[src/rtl/lpr_pkg.sv]
// Shared types for the display pin router.
// Assumes: the select pair is packed as {B, A}.
package lpr_pkg;

    // Port function code as {B, A}
    typedef enum logic [1:0] {
        PSEL_LEVEL = 2'b00,
        PSEL_PWM1  = 2'b01,
        PSEL_PWM2  = 2'b10,
        PSEL_PWM3  = 2'b11
    } port_sel_e;

    // Mode bits held in the shadow register
    typedef struct packed {
        logic single_com;
        logic blank;
        logic sleep;
        logic ext_clk;
        logic ext_slow;
    } mode_t;

    localparam mode_t MODE_RESET = '{single_com: 1'b0, blank: 1'b0, sleep: 1'b1,
                                     ext_clk: 1'b0, ext_slow: 1'b0};

endpackage

[src/rtl/lpr_shadow.sv]
// Shadow register bank: captures all control inputs on the load strobe.
// Assumes: load is a synchronous one-cycle strobe. Reset enters sleep with the internal clock.
module lpr_shadow
    import lpr_pkg::*;
#(
    parameter int NPORT = 12
) (
    input  logic               clk,
    input  logic               rst_n,
    input  logic               load,
    input  mode_t              mode_d,
    input  logic [NPORT-1:0]   map_d,
    input  logic [NPORT-1:0]   lvl_d,
    input  logic [2*NPORT-1:0] sel_d,
    output mode_t              mode_q,
    output logic [NPORT-1:0]   map_q,
    output logic [NPORT-1:0]   lvl_q,
    output logic [2*NPORT-1:0] sel_q
);

    // Capture the whole control set on load, so modes switch together
    always_ff @(posedge clk) begin
        if (!rst_n) begin
            mode_q <= MODE_RESET;
            map_q  <= '0;
            lvl_q  <= '0;
            sel_q  <= '0;
        end else if (load) begin
            mode_q <= mode_d;
            map_q  <= map_d;
            lvl_q  <= lvl_d;
            sel_q  <= sel_d;
        end
    end

endmodule

[src/rtl/lpr_com_gate.sv]
// Common line gate: sleep forces every common low. Static drive forces all but common 0 low.
// Assumes: common 0 is the line that stays active in static drive.
module lpr_com_gate #(
    parameter int NCOM = 4
) (
    input  logic            single_com,
    input  logic            sleep,
    input  logic [NCOM-1:0] com_wave,
    output logic [NCOM-1:0] com_out
);

    for (genvar k = 0; k < NCOM; k++) begin : g_com
        if (k == 0) begin : g_base
            // Base common: low only in sleep
            always_comb com_out[k] = sleep ? 1'b0 : com_wave[k];
        end else begin : g_upper
            // Upper commons: low in sleep or in static drive
            always_comb com_out[k] = (sleep || single_com) ? 1'b0 : com_wave[k];
        end
    end

endmodule

[src/rtl/lpr_port_mux.sv]
// Port level selector: for each shared pin, picks the programmed level or one PWM channel.
// Assumes: pwm_block already combines every mode that forbids PWM routing.
module lpr_port_mux
    import lpr_pkg::*;
#(
    parameter int NPORT = 12,
    parameter int NPWM  = 3
) (
    input  logic               pwm_block,
    input  logic [NPORT-1:0]   lvl,
    input  logic [2*NPORT-1:0] sel,
    input  logic [NPWM-1:0]    pwm_wave,
    output logic [NPORT-1:0]   port_level
);

    for (genvar n = 0; n < NPORT; n++) begin : g_port
        port_sel_e code;
        assign code = port_sel_e'(sel[2*n +: 2]);

        // Choose the source of port n; a blocked route falls back to the level
        always_comb begin
            if (pwm_block) begin
                port_level[n] = lvl[n];
            end else begin
                unique case (code)
                    PSEL_PWM1: port_level[n] = pwm_wave[0];
                    PSEL_PWM2: port_level[n] = pwm_wave[1];
                    PSEL_PWM3: port_level[n] = pwm_wave[2];
                    default:   port_level[n] = lvl[n];
                endcase
            end
        end
    end

endmodule

[src/rtl/lpr_seg_gate.sv]
// Segment pin gate: port pins take the port level. The clock pin is released in
// external clock mode. The other pins are low in sleep, else blank or display.
// Assumes: CLK_PIN >= NPORT, so the clock-sharing pin is never a port.
module lpr_seg_gate #(
    parameter int NSEG    = 40,
    parameter int NPORT   = 12,
    parameter int CLK_PIN = 36
) (
    input  logic             blank,
    input  logic             sleep,
    input  logic             ext_clk,
    input  logic [NPORT-1:0] port_map,
    input  logic [NPORT-1:0] port_level,
    input  logic [NSEG-1:0]  seg_wave,
    input  logic [NSEG-1:0]  seg_off_wave,
    output logic [NSEG-1:0]  seg_out,
    output logic             clkpin_seg_oe
);

    logic [NSEG-1:0] seg_plain;

    for (genvar i = 0; i < NSEG; i++) begin : g_pin
        // Segment waveform after sleep and blanking
        always_comb seg_plain[i] = sleep ? 1'b0 : (blank ? seg_off_wave[i] : seg_wave[i]);

        if (i < NPORT) begin : g_shared
            // Shared pin: port level when mapped as a port
            always_comb seg_out[i] = port_map[i] ? port_level[i] : seg_plain[i];
        end else if (i == CLK_PIN) begin : g_clkpin
            // Clock-sharing pin: driven low and released while it is the clock input
            always_comb seg_out[i] = ext_clk ? 1'b0 : seg_plain[i];
        end else begin : g_seg
            // Plain segment pin
            always_comb seg_out[i] = seg_plain[i];
        end
    end

    // The drive of the shared clock pin is enabled only with the internal clock source
    always_comb clkpin_seg_oe = !ext_clk;

endmodule

[src/rtl/lcd_pin_router.sv]
// Top level: shadow registers, then mode gating of commons, segments and ports,
// plus the clock source enables.
// Assumes: the waveform inputs are synchronous to clk and already settled.
module lcd_pin_router
    import lpr_pkg::*;
#(
    parameter int NCOM    = 4,
    parameter int NSEG    = 40,
    parameter int NPORT   = 12,
    parameter int CLK_PIN = 36
) (
    input  logic               clk,
    input  logic               rst_n,
    input  logic               load,
    input  logic               cfg_single_com,
    input  logic               cfg_blank,
    input  logic               cfg_sleep,
    input  logic               cfg_ext_clk,
    input  logic               cfg_ext_slow,
    input  logic [NPORT-1:0]   cfg_port_map,
    input  logic [NPORT-1:0]   cfg_gp_level,
    input  logic [2*NPORT-1:0] cfg_port_sel,
    input  logic [NCOM-1:0]    com_wave,
    input  logic [NSEG-1:0]    seg_wave,
    input  logic [NSEG-1:0]    seg_off_wave,
    input  logic [2:0]         pwm_wave,
    output logic [NCOM-1:0]    com_out,
    output logic [NSEG-1:0]    seg_out,
    output logic               clkpin_seg_oe,
    output logic               osc_run,
    output logic               ext_clk_en
);

    localparam int NPWM = 3;

    mode_t              mode_d, mode_q;
    logic [NPORT-1:0]   map_q, lvl_q, port_level;
    logic [2*NPORT-1:0] sel_q;
    logic               pwm_block;

    // Gather the mode inputs into one record
    always_comb mode_d = '{single_com: cfg_single_com, blank: cfg_blank, sleep: cfg_sleep,
                           ext_clk: cfg_ext_clk, ext_slow: cfg_ext_slow};

    lpr_shadow #(.NPORT(NPORT)) u_shadow (
        .clk(clk), .rst_n(rst_n), .load(load),
        .mode_d(mode_d), .map_d(cfg_port_map), .lvl_d(cfg_gp_level), .sel_d(cfg_port_sel),
        .mode_q(mode_q), .map_q(map_q), .lvl_q(lvl_q), .sel_q(sel_q)
    );

    // PWM routing is unavailable in sleep and with the slow external clock
    always_comb pwm_block = mode_q.sleep || (mode_q.ext_clk && mode_q.ext_slow);

    // Exactly one clock source may run, and none in sleep
    always_comb begin
        osc_run    = !mode_q.sleep && !mode_q.ext_clk;
        ext_clk_en = !mode_q.sleep &&  mode_q.ext_clk;
    end

    lpr_com_gate #(.NCOM(NCOM)) u_com (
        .single_com(mode_q.single_com), .sleep(mode_q.sleep),
        .com_wave(com_wave), .com_out(com_out)
    );

    lpr_port_mux #(.NPORT(NPORT), .NPWM(NPWM)) u_port (
        .pwm_block(pwm_block), .lvl(lvl_q), .sel(sel_q),
        .pwm_wave(pwm_wave), .port_level(port_level)
    );

    lpr_seg_gate #(.NSEG(NSEG), .NPORT(NPORT), .CLK_PIN(CLK_PIN)) u_seg (
        .blank(mode_q.blank), .sleep(mode_q.sleep), .ext_clk(mode_q.ext_clk),
        .port_map(map_q), .port_level(port_level),
        .seg_wave(seg_wave), .seg_off_wave(seg_off_wave),
        .seg_out(seg_out), .clkpin_seg_oe(clkpin_seg_oe)
    );

endmodule

[config.mk]
export PLATFORM = sky130hd
export DESIGN_NAME = lcd_pin_router
export DESIGN_NICKNAME = d
export VERILOG_FILES = /design/src/rtl/lpr_pkg.sv /design/src/rtl/lpr_shadow.sv /design/src/rtl/lpr_com_gate.sv /design/src/rtl/lpr_port_mux.sv /design/src/rtl/lpr_seg_gate.sv /design/src/rtl/lcd_pin_router.sv
export SDC_FILE = /design/constraint.sdc
export NUM_CORES = 1
export LEC_CHECK = 0
export BUFFER_PORTS_ARGS = -buffer_cell sky130_fd_sc_hd__buf_2
export CORE_ASPECT_RATIO = 1.25
export CORE_MARGIN = 5
export CORE_UTILIZATION = 40
export CTS_BUF_LIST = sky130_fd_sc_hd__clkbuf_4 sky130_fd_sc_hd__clkbuf_8 sky130_fd_sc_hd__clkbuf_16
export CTS_CLUSTER_DIAMETER = 40
export DETAILED_ROUTE_END_ITERATION = 12
export PLACE_DENSITY = 0.77
export SLEW_MARGIN = 20
export SYNTH_ARGS = -nofsm -noshare
export SYNTH_HDL_FRONTEND = slang
export SYNTH_SLANG_ARGS = --single-unit
export TNS_END_PERCENT = 100
[constraint.sdc]
create_clock -name clk -period 1.1 [get_ports clk]
set_input_delay 0.055 -clock clk [delete_from_list [all_inputs] [get_ports clk]]
set_output_delay 0.055 -clock clk [all_outputs]
set_load 0.01 [all_outputs]
==> results.txt <==
Worst hold margin -> 0.0106 ns
Gr usage total -> 19.2%
R2R Path End -> u_shadow.mode_q[2]
DP Cell Count -> 648
Total core area -> 8150 um2
Clk pin slew, worst setup/hold paths -> 0.10 ns
Initial Util -> 40.5%
Total wire length -> 10300 um
Count leader, synth -> mux2i_1
Hold Path Origin -> cfg_gp_level[3]
Die Span X -> 91.2 um
Post-synth top area share -> 32.2%
Worst-path fanout max -> 6
Gr ovfl total -> 0
Min Tclk post-route -> 1.55 ns
Max-cap viol count -> 0
Largest net degree at the start of global routing -> 54
Seq/Total Area, Yosys -> 32.2%
Setup Skew -> 0 ns
Post-Synthesis Cells -> 359
Ys flop type -> dfxtp_1
WP data arrival -> 1.50 ns
Final setup margin -> -0.453 ns
Setup CP Type -> flip-flop to output pin
Post-synth EDFFs -> 0
Top Ports -> 190
CP peak stage delay -> 0.37 ns
H-tree depth -> 2
Yosys warnings -> 0
Antenna viol nets, final -> 0
Post-DP HPWL -> 8090 um
Routability Congestion -> 0.862
PwrDens -> 958 nW/um2
Hold Crit Depth -> 3
Layout cells sized above 1 -> 43.9%
Fmax achieved -> 0.644 GHz
Die extent in y -> 112 um
Critical Path RT -> 1.04 ns
Diodes inserted -> 0
TritonCTS Buffers -> 5
# rows -> 37
Crit-path slowest cell -> dfxtp_4
Synthesis-to-layout area growth -> 41.6%
Final core utilization -> 57.3%
Max-slew violation count -> 0
Final Hold Violating Endpoints -> 0
Slew HR -> 80.3%
Syn Area/Cell -> 9.19 um2
Type of origin of the critical path -> flip-flop
Peak supply drop -> 0.954 mV
Cell taking the most area after synthesis -> dfxtp_1
Syn_nets -> 502
CTS root buffer -> clkbuf_8
Routed WL per cell -> 15.6 um
Failing checks -> negative setup slack
Slew @ Worst Pin -> 0.295 ns
Worst path cell trace -> buf_4, or3_1, o211ai_1, buf_2
RR Startpoint -> u_shadow.mode_q[2]
Clock Path Buffers -> 2
Hold WC Path Type -> input pin to flip-flop
Synthesized flop and latch total -> 53
Fin crit share -> 141%
Clock Sinks -> 53
Via count -> 3269
RSZ-0062 raised after global routing -> true
DRC viols -> 0
R2R depth -> 3
Pre-antenna DRT Iters -> 4
TritonCTS clock tree -> built
WHS Endpoint -> u_shadow.lvl_q[3]
Initial antenna violation count -> 0
Leakage -> 0.00223 uW
Die area -> 10200 um2
Finish-stage setup viols -> 46
Synthesized cell area -> 3300 um2
Final non-filler cell total -> 660
First-pass GRT wire length -> 16300 um
PortBufs -> 189
Vias per inst -> 4.95
Clk Latency, worst-skew pair -> 0.30 ns
Ranking of synthesized cells by area -> dfxtp_1 32%, mux2i_1 32%, nor2b_1 10%
Initial drt markers -> 86
Post-synth ARST share -> 0%
Post-synth top cells -> 105 x mux2i_1, 53 x dfxtp_1, 53 x nor2b_1
Status -> complete, but fails checks
R2r setup slk -> 0.29 ns
Vias in the first global route -> 3407
CP endpoint kind -> output pin
Post-layout nets -> 705
Netlist cell types -> 19
Fill count -> 723
==> worst max path at each step <==
stage	start	endpoint
2_1_floorplan	u_shadow.mode_q[3]	seg_out[0]
3_3_place_gp	u_shadow.mode_q[3]	seg_out[7]
3_5_place_dp	u_shadow.mode_q[3]	seg_out[7]
4_1_cts	u_shadow.mode_q[3]	seg_out[7]
5_1_grt	u_shadow.mode_q[2]	seg_out[7]
6_report	u_shadow.mode_q[2]	seg_out[7]
==> through the flow <==
step	total power, uW	cell area, um2	TNS, ns	setup slack, ns
after floorplan	2810	3310	-0.252	-0.0313
after global placement	3310	4490	-1.43	-0.101
after detailed placement	3340	4490	-2.26	-0.117
after CTS	4510	4640	-17.07	-0.453
after global routing	4740	4670	-19.84	-0.540
final	4480	4670	-15.70	-0.453
==> worst max-delay path: cells and delay by family, from the launching register on <==
kind / cells / cell delay, ns
AOI/OAI and AO/OA: 1 / 0.12
buffers and inverters: 2 / 0.34
DFF: 1 / 0.37
and+or+nand+nor: 1 / 0.37
==> layer usage <==
metal / vias up / GRT usage [%] / wire [um]
li1: 1644 / - / -
met1: 1502 / 22.9 / 4250
met2: 111 / 34.0 / 5290
met3: 12 / 4.19 / 601
met4: 0 / 6.07 / 165
met5: - / 0 / 0
==> registers in the layout, summed over array words and instances, names as in the netlist <==
register	cells
u_shadow.sel_q	24
u_shadow.lvl_q	12
u_shadow.mode_q	5
u_shadow.map_q	12
==> timing repair <==
item / 4_1_cts / 5_1_grt
pin swaps: 2 / 10
setup buffers: 0 / 0
gates cloned: 0 / 0
hold buffers: 4 / 0
setup endpoints to repair: 46 / 47
hold endpoints to repair: 4 / 0
gates resized for setup: 3 / 9
==> cells in the final DEF (no fill, tap or decap) <==
master | Yosys | layout
clkbuf_8 | 0 | 6
nor3_2 | 0 | 1
buf_2 | 10 | 188
clkinv_2 | 0 | 1
and2_1 | 3 | 3
nor2_1 | 42 | 41
dfxtp_2 | 0 | 2
buf_4 | 8 | 21
o211ai_1 | 23 | 23
clkinv_4 | 0 | 1
mux2_2 | 12 | 12
dfxtp_1 | 53 | 50
inv_1 | 1 | 1
dfxtp_4 | 0 | 1
nand2_1 | 25 | 25
buf_12 | 1 | 6
nor2b_1 | 53 | 53
or3_1 | 12 | 12
mux2i_2 | 0 | 2
a21oi_2 | 1 | 1
buf_6 | 1 | 3
o211ai_2 | 1 | 1
dlygate4sd3_1 | 0 | 4
mux2i_1 | 105 | 103
a21o_1 | 1 | 1
nor2_4 | 0 | 1
==> power breakdown <==
group / switching (uW) / internal, uW
registers: 98.6 / 2030
clock network: 636 / 512
logic: 529 / 667
==> kinds of logic (layout without fill, tap and decap cells) <==
kind of cell / count (synthesis) / in the layout / share of synthesized area (%)
compound gates: 26 / 26 / 6.11
buf+inv: 27 / 231 / 5.08
flops: 53 / 53 / 32.2
mux: 117 / 117 / 36.0
simple gates: 136 / 136 / 20.7
==> layout make-up <==
type	instances	area (um2)	area share, %
Clock inverter	2	13.8	0.295
Tap cell	97	121	2.60
Inverter	1	3.75	0.0804
Multi-Input combinational cell	279	2090	44.7
Timing Repair Buffer	222	1290	27.7
Clock buffer	6	82.6	1.77
Sequential cell	53	1070	22.9
Note: power is estimated with default switching activity, not from simulation.
